`src/rtl/ipf_pkg.sv`:
```
`timescale 1ns/1ps
package ipf_pkg;
  typedef enum logic [1:0] {FS_IDLE, FS_REQ, FS_WAIT} fill_state_e;
  typedef enum logic [1:0] {SRC_NONE, SRC_DEMAND, SRC_HINT, SRC_AHEAD} fill_src_e;
endpackage

```
`src/rtl/ipf_lru.sv`:
```
`timescale 1ns/1ps
module ipf_lru #(
  parameter int N     = 3,
  parameter int IDX_W = 2
) (
  input  logic             clk,
  input  logic             rst,
  input  logic             touch_en,
  input  logic [IDX_W-1:0] touch_idx,
  input  logic [N-1:0]     line_valid,
  output logic [IDX_W-1:0] victim_idx
);
  // age 0 = most recent; ages always form a permutation of 0..N-1
  logic [IDX_W-1:0] age_q [N];

  always_ff @(posedge clk) begin
    for (int i = 0; i < N; i++) begin
      if (rst) age_q[i] <= IDX_W'(i);
      else if (touch_en) begin
        if (touch_idx == IDX_W'(i))           age_q[i] <= '0;
        else if (age_q[i] < age_q[touch_idx]) age_q[i] <= age_q[i] + 1'b1;
      end
    end
  end

  always_comb begin
    logic             found;
    logic [IDX_W-1:0] best;
    found      = 1'b0;
    best       = '0;
    victim_idx = '0;
    for (int i = 0; i < N; i++) begin
      if (!line_valid[i] && !found) begin
        victim_idx = IDX_W'(i);
        found      = 1'b1;
      end
    end
    if (!found) begin
      for (int i = 0; i < N; i++) begin
        if (age_q[i] >= best) begin
          best       = age_q[i];
          victim_idx = IDX_W'(i);
        end
      end
    end
  end
endmodule

```
`src/rtl/ipf_line_store.sv`:
```
`timescale 1ns/1ps
module ipf_line_store #(
  parameter int N      = 3,
  parameter int LINE_W = 13,
  parameter int WORDS  = 8,
  parameter int INSN_W = 32,
  parameter int IDX_W  = 2,
  parameter int OFF_W  = 3
) (
  input  logic                         clk,
  input  logic                         rst,
  input  logic                         fill_en,
  input  logic [IDX_W-1:0]             fill_idx,
  input  logic [LINE_W-1:0]            fill_tag,
  input  logic [WORDS*INSN_W-1:0]      fill_data,
  input  logic [LINE_W-1:0]            look_line,
  input  logic [OFF_W-1:0]             look_word,
  output logic                         look_hit,
  output logic [IDX_W-1:0]             look_idx,
  output logic [INSN_W-1:0]            look_data,
  output logic [N-1:0]                 line_valid,
  output logic [N-1:0][LINE_W-1:0]     line_tag
);
  logic [WORDS*INSN_W-1:0] data_q [N];

  for (genvar g = 0; g < N; g++) begin : g_line
    always_ff @(posedge clk) begin
      if (rst) line_valid[g] <= 1'b0;
      else if (fill_en && fill_idx == IDX_W'(g)) line_valid[g] <= 1'b1;
    end
    always_ff @(posedge clk) begin
      if (fill_en && fill_idx == IDX_W'(g)) begin
        line_tag[g] <= fill_tag;
        data_q[g]   <= fill_data;
      end
    end
  end

  always_comb begin
    look_hit = 1'b0;
    look_idx = '0;
    for (int i = 0; i < N; i++) begin
      if (line_valid[i] && line_tag[i] == look_line) begin
        look_hit = 1'b1;
        look_idx = IDX_W'(i);
      end
    end
  end

  assign look_data = data_q[look_idx][look_word*INSN_W +: INSN_W];
endmodule

```
`src/rtl/ipf_fill_ctrl.sv`:
```
`timescale 1ns/1ps
module ipf_fill_ctrl
  import ipf_pkg::*;
#(
  parameter int N      = 3,
  parameter int LINE_W = 13,
  parameter int IDX_W  = 2
) (
  input  logic                     clk,
  input  logic                     rst,
  input  logic                     fq_valid,
  input  logic [LINE_W-1:0]        fq_line,
  input  logic                     fq_hit,
  input  logic                     hint_valid,
  input  logic [LINE_W-1:0]        hint_line,
  input  logic                     ahead_set,
  input  logic [LINE_W-1:0]        ahead_line,
  input  logic [N-1:0]             line_valid,
  input  logic [N-1:0][LINE_W-1:0] line_tag,
  input  logic [IDX_W-1:0]         victim_idx,
  input  logic                     mem_req_ready,
  input  logic                     mem_rsp_valid,
  output logic                     mem_req_valid,
  output logic [LINE_W-1:0]        mem_req_line,
  output logic                     fill_en,
  output logic [IDX_W-1:0]         fill_idx,
  output logic [LINE_W-1:0]        fill_tag
);
  fill_state_e       state_q;
  logic [LINE_W-1:0] req_line_q;
  logic [IDX_W-1:0]  vic_q;
  logic              hp_v, ap_v;
  logic [LINE_W-1:0] hp_line, ap_line;

  logic              busy, hint_res, ahead_res, hint_dup, ahead_dup;
  fill_src_e         src;
  logic [LINE_W-1:0] pick;

  assign busy = (state_q != FS_IDLE);

  always_comb begin
    hint_res  = 1'b0;
    ahead_res = 1'b0;
    for (int i = 0; i < N; i++) begin
      if (line_valid[i] && line_tag[i] == hp_line) hint_res  = 1'b1;
      if (line_valid[i] && line_tag[i] == ap_line) ahead_res = 1'b1;
    end
  end

  assign hint_dup  = hint_res  || (busy && hp_line == req_line_q);
  assign ahead_dup = ahead_res || (busy && ap_line == req_line_q);

  // issue order: demand miss, then hint, then read-ahead
  always_comb begin
    src  = SRC_NONE;
    pick = fq_line;
    if (!busy) begin
      if (fq_valid && !fq_hit)   begin src = SRC_DEMAND; pick = fq_line; end
      else if (hp_v && !hint_res)  begin src = SRC_HINT;   pick = hp_line; end
      else if (ap_v && !ahead_res) begin src = SRC_AHEAD;  pick = ap_line; end
    end
  end

  always_ff @(posedge clk) begin
    if (rst) begin
      hp_v <= 1'b0;
      ap_v <= 1'b0;
    end else begin
      if (hint_valid) begin
        hp_v    <= 1'b1;
        hp_line <= hint_line;
      end else if (hp_v && (hint_dup || src == SRC_HINT)) begin
        hp_v <= 1'b0;
      end
      if (ahead_set) begin
        ap_v    <= 1'b1;
        ap_line <= ahead_line;
      end else if (ap_v && (ahead_dup || src == SRC_AHEAD)) begin
        ap_v <= 1'b0;
      end
    end
  end

  always_ff @(posedge clk) begin
    if (rst) begin
      state_q <= FS_IDLE;
    end else begin
      unique case (state_q)
        FS_IDLE: if (src != SRC_NONE) begin
          state_q    <= FS_REQ;
          req_line_q <= pick;
          vic_q      <= victim_idx;
        end
        FS_REQ:  if (mem_req_ready) state_q <= FS_WAIT;
        FS_WAIT: if (mem_rsp_valid) state_q <= FS_IDLE;
        default: state_q <= FS_IDLE;
      endcase
    end
  end

  assign mem_req_valid = (state_q == FS_REQ);
  assign mem_req_line  = req_line_q;
  assign fill_en       = (state_q == FS_WAIT) && mem_rsp_valid;
  assign fill_idx      = vic_q;
  assign fill_tag      = req_line_q;
endmodule

```
`src/rtl/ifetch_linebuf.sv`:
```
`timescale 1ns/1ps
module ifetch_linebuf #(
  parameter  int ADDR_W     = 16,
  parameter  int INSN_W     = 32,
  parameter  int LINE_WORDS = 8,
  parameter  int NUM_LINES  = 3,
  localparam int OFF_W      = $clog2(LINE_WORDS),
  localparam int LINE_W     = ADDR_W - OFF_W,
  localparam int LINE_BITS  = LINE_WORDS * INSN_W,
  localparam int IDX_W      = (NUM_LINES > 1) ? $clog2(NUM_LINES) : 1
) (
  input  logic                 clk,
  input  logic                 rst,
  input  logic                 fetch_valid,
  input  logic [ADDR_W-1:0]    fetch_addr,
  output logic                 insn_valid,
  output logic [INSN_W-1:0]    insn_data,
  input  logic                 hint_valid,
  input  logic [LINE_W-1:0]    hint_line,
  output logic                 mem_req_valid,
  input  logic                 mem_req_ready,
  output logic [LINE_W-1:0]    mem_req_line,
  input  logic                 mem_rsp_valid,
  input  logic [LINE_BITS-1:0] mem_rsp_data
);
  logic                        fv_q;
  logic [ADDR_W-1:0]           fa_q;
  logic [LINE_W-1:0]           fq_line;
  logic                        hit;
  logic [IDX_W-1:0]            hit_idx, victim_idx, fill_idx;
  logic                        fill_en;
  logic [LINE_W-1:0]           fill_tag;
  logic [NUM_LINES-1:0]        line_valid;
  logic [NUM_LINES-1:0][LINE_W-1:0] line_tag;

  always_ff @(posedge clk) begin
    if (rst) fv_q <= 1'b0;
    else     fv_q <= fetch_valid;
    fa_q <= fetch_addr;
  end

  assign fq_line    = fa_q[ADDR_W-1:OFF_W];
  assign insn_valid = fv_q && hit;

  ipf_line_store #(
    .N(NUM_LINES), .LINE_W(LINE_W), .WORDS(LINE_WORDS),
    .INSN_W(INSN_W), .IDX_W(IDX_W), .OFF_W(OFF_W)
  ) i_store (
    .clk(clk), .rst(rst),
    .fill_en(fill_en), .fill_idx(fill_idx), .fill_tag(fill_tag), .fill_data(mem_rsp_data),
    .look_line(fq_line), .look_word(fa_q[OFF_W-1:0]),
    .look_hit(hit), .look_idx(hit_idx), .look_data(insn_data),
    .line_valid(line_valid), .line_tag(line_tag)
  );

  ipf_lru #(.N(NUM_LINES), .IDX_W(IDX_W)) i_lru (
    .clk(clk), .rst(rst),
    .touch_en(fill_en || (fv_q && hit)),
    .touch_idx(fill_en ? fill_idx : hit_idx),
    .line_valid(line_valid),
    .victim_idx(victim_idx)
  );

  ipf_fill_ctrl #(.N(NUM_LINES), .LINE_W(LINE_W), .IDX_W(IDX_W)) i_fill (
    .clk(clk), .rst(rst),
    .fq_valid(fv_q), .fq_line(fq_line), .fq_hit(hit),
    .hint_valid(hint_valid), .hint_line(hint_line),
    .ahead_set(fv_q && hit), .ahead_line(fq_line + 1'b1),
    .line_valid(line_valid), .line_tag(line_tag), .victim_idx(victim_idx),
    .mem_req_ready(mem_req_ready), .mem_rsp_valid(mem_rsp_valid),
    .mem_req_valid(mem_req_valid), .mem_req_line(mem_req_line),
    .fill_en(fill_en), .fill_idx(fill_idx), .fill_tag(fill_tag)
  );
endmodule

```
`config.mk`:
```
export PLATFORM = sky130hd
export DESIGN_NAME = ifetch_linebuf
export DESIGN_NICKNAME = d
export VERILOG_FILES = /design/src/rtl/ipf_pkg.sv /design/src/rtl/ipf_lru.sv /design/src/rtl/ipf_line_store.sv /design/src/rtl/ipf_fill_ctrl.sv /design/src/rtl/ifetch_linebuf.sv
export SDC_FILE = /design/constraint.sdc
export NUM_CORES = 1
export LEC_CHECK = 0
export BUFFER_PORTS_ARGS = -buffer_cell sky130_fd_sc_hd__buf_4
export CELL_PAD_IN_SITES_DETAIL_PLACEMENT = 1
export CELL_PAD_IN_SITES_GLOBAL_PLACEMENT = 1
export CORE_MARGIN = 3
export CORE_UTILIZATION = 50
export DETAILED_ROUTE_END_ITERATION = 8
export PLACE_DENSITY_LB_ADDON = 0.1
export SLEW_MARGIN = 10
export SYNTH_ARGS = -nofsm -noshare
export SYNTH_HDL_FRONTEND = slang
export SYNTH_SLANG_ARGS = --single-unit
```
`constraint.sdc`:
```
create_clock -name clk -period 35.2 [get_ports clk]
set_input_delay 3.52 -clock clk [delete_from_list [all_inputs] [get_ports clk]]
set_output_delay 3.52 -clock clk [all_outputs]
set_load 0.03 [all_outputs]
```
==> metrics.txt <==
Primary FF master, synth edfxtp_1; post-synthesis xor/xnor area fraction between 3 and 4%; Final TNS setup 0 ps; Synthesis Warnings 0; largest family of logic cells by synthesized area multiplexers; NumNets Final 2,804; simple-gate portion of the synthesized area 4.468%; Peak Freq between 100 and 150 MHz; Critical Path Max Stage Delay around 950 ps; die width roughly 270 um; worst path cell trace xnor2_1, nand4_1, or4_4, buf_4, buf_4, o21ai_0, a21oi_1, nor4_1, nor3_1, buf_4; Finished Layout Cells 3,532; # hold bufs at CTS 0; total wire length 97,580 um; status complete, no violations; Resized Gates After CTS 0; Crit Path Max Fanout 103; HP Class flip-flop to flip-flop; post-synthesis sequential area ratio 73.12%; Initial DRT Pass Iterations 5; Final Max Tran Viols 0; RSZ-0062 raised after global routing false; gr usage total 25.92%; drt drc 0; top cell type by total area after synthesis edfxtp_1; total grt overflow 0; WL/cell around 28 um; final hold violations 0; final setup skew 20.74 ps; Inst Count DP 3,354; hold_ws 562.7 ps; Clk pin slew, worst setup/hold paths roughly 60 ps; initial core utilization 50.76%; Core ar. between 70,000 and 80,000 sq um; Worst Path Arrival 5290 ps; CTS tree yes; ANT nets after route 0; critical path data required time 31,680 ps; Least-Margin Pin Slew 1165 ps; Port Buffer Count 337; CP Buf/Inv Count 3; hold_sp i_store.line_valid[1]; largest net degree at the start of global routing 167; Synth cell types 58; adder-cell share of the synthesized area less than 1%; Final Power 2.188 mW; FF-to-FF Start i_store.line_tag[25]; crit path capture type output pin; global placer's final weighted congestion 0.9147; post-synthesis mux area share around a tenth; CTS H-tree depth 3; Vias/cell 5.840; synthesized flop and latch total 878; startpoint type of the worst setup path flip-flop; post-CTS setup buffer count 0; main area contributors after synthesis edfxtp_1 72%, mux2i_1 5.3%, xnor2_1 3.2%, mux4_2 2.1%, mux2_2 2.1%; layout cells sized above 1 23.41%; Leakage 15.01 nW; CTS Sinks 878; Synth Area in Compound Gates 6.941%; area growth from synthesis to layout 17.39%; I/O pin count 338; CP max stage cell buf_4; Max VDD drop approximately 47 uV; detailed-route via count 20,630; crit path from fa_q[9]; total CTS buffers 91; Yosys top cell area share 71.77%; Mapped Cells 2,211; Root Buffer clkbuf_16; DRC marker count from the first detailed-route iteration 1,500; fin crit share between 20 and 30%; Relative slew margins 22.32%; Post-Syn Nets 2,508; Cell Pwr Density 52.17 nW/um^2; CTS Buffer Depth 3; Tmin final 8810 ps; filler instances around 6,400; CP top delay family buffers and inverters; Clk Latency, worst-skew pair 660 ps; post-DP HPWL 62,840 um; Async SR Flop Fraction 0%; Site Rows between 90 and 100; Post-synth EDFFs roughly 850; first-pass GRT wire length 143,300 um; vias in the first global route 21,870; Netlist Area Pre-Place around 36,000 sq um; Syn Area/Cell 16.16 sq um; die height between 200 and 300 um; initial antenna violation count 21; Most Frequent Cell on Critical Path buf_4; critical path class flip-flop to output pin; die area 74,700 sq um; endpoints failing setup 0; Max Cap Violations 0; top cells by count, synth 854 x edfxtp_1, 188 x mux2i_1, 131 x xnor2_1; top-count cell post-synth edfxtp_1; Final Cell Area 41,940 sq um; placed cell areas 39,090 sq um
-- metrics by stage --
step                util [%]  setup WS, ps
floorplan                  -          9458
global placement       55.53         27160
detailed placement     55.53         27060
CTS                    59.54         26360
global route           59.56         26050
finish                 59.58         26390
-- cell families (layout without fill, tap and decap cells) --
logic type | after synthesis | after routing
AOI/OAI and AO/OA | 388 | 388
xor gates and xnor gates | 151 | 151
adders and majority gates | 6 | 6
buffers and inverters | 175 | 544
DFF | 878 | 878
muxes | 290 | 290
other | 0 | 12
and+or+nand+nor | 323 | 323
-- area by class of cell --
type | count | area, sq um | area share [%]
antenna | 12 | 30.03 | 0.07159
inverter | 14 | 52.55 | 0.1253
timing repair buffer | 364 | 2795 | 6.664
multi-input combinational | 1158 | 8934 | 21.30
tap | 940 | 1176 | 2.804
clock inverter | 49 | 427.9 | 1.020
clock buffer | 117 | 2396 | 5.713
sequential | 878 | 26130 | 62.30
-- final timing paths --
path | end | slack [ps] | depth (start not counted)
worst max-delay path | insn_data[6] | 26390 | 10
worst min-delay path | i_store.line_valid[1] | 560 | 2
worst max register to register | i_fill.fill_tag[11] | 30730 | 8
worst min register to register | i_store.line_valid[1] | 560 | 2
-- routing by layer --
layer	up-vias	track usage (%)	wire [um]
li1	9278	-	-
met1	10650	32.57	38520
met2	538	45.16	50730
met3	144	5.671	5830
met4	20	7.711	2364
met5	-	0	133
-- report_power, final --
part	switching [mW]	internal, mW
Sequential	0.00994	1.15
Combinational	0.0624	0.0450
Clock	0.396	0.520
Total	0.469	1.72
-- worst min-delay path, cell delays in order, from the launching register on --
cell,delay (ps)
dfxtp_1,360
nor2_1,120
nor2_1,40
-- placed cells by master (no fill, tap or decap), types with 31 or more instances in the layout --
| master | n |
|---|---|
| mux2_2 | 67 |
| nor4_1 | 39 |
| nor2_1 | 116 |
| o32ai_1 | 31 |
| mux4_2 | 34 |
| xnor2_1 | 131 |
| nand4_1 | 32 |
| o21ai_0 | 104 |
| nor3_1 | 69 |
| clkbuf_16 | 92 |
| a21oi_1 | 101 |
| buf_4 | 359 |
| mux2i_1 | 188 |
| a211oi_1 | 94 |
| edfxtp_1 | 854 |
-- state kept, by name, indices dropped and copies added, names as in the netlist --
| name | flops |
|---|---|
| i_store.data_q | 768 |
| i_store.line_tag | 39 |
| fa_q | 16 |
| i_fill.ap_line | 13 |
| i_fill.fill_tag | 13 |
| i_fill.hp_line | 13 |
| i_lru.age_q | 6 |
| i_store.line_valid | 3 |
| i_fill.fill_idx | 2 |
| i_fill.state_q | 2 |
| fv_q | 1 |
| i_fill.ap_v | 1 |
| i_fill.hp_v | 1 |
Note: power is estimated with default switching activity, not from simulation.
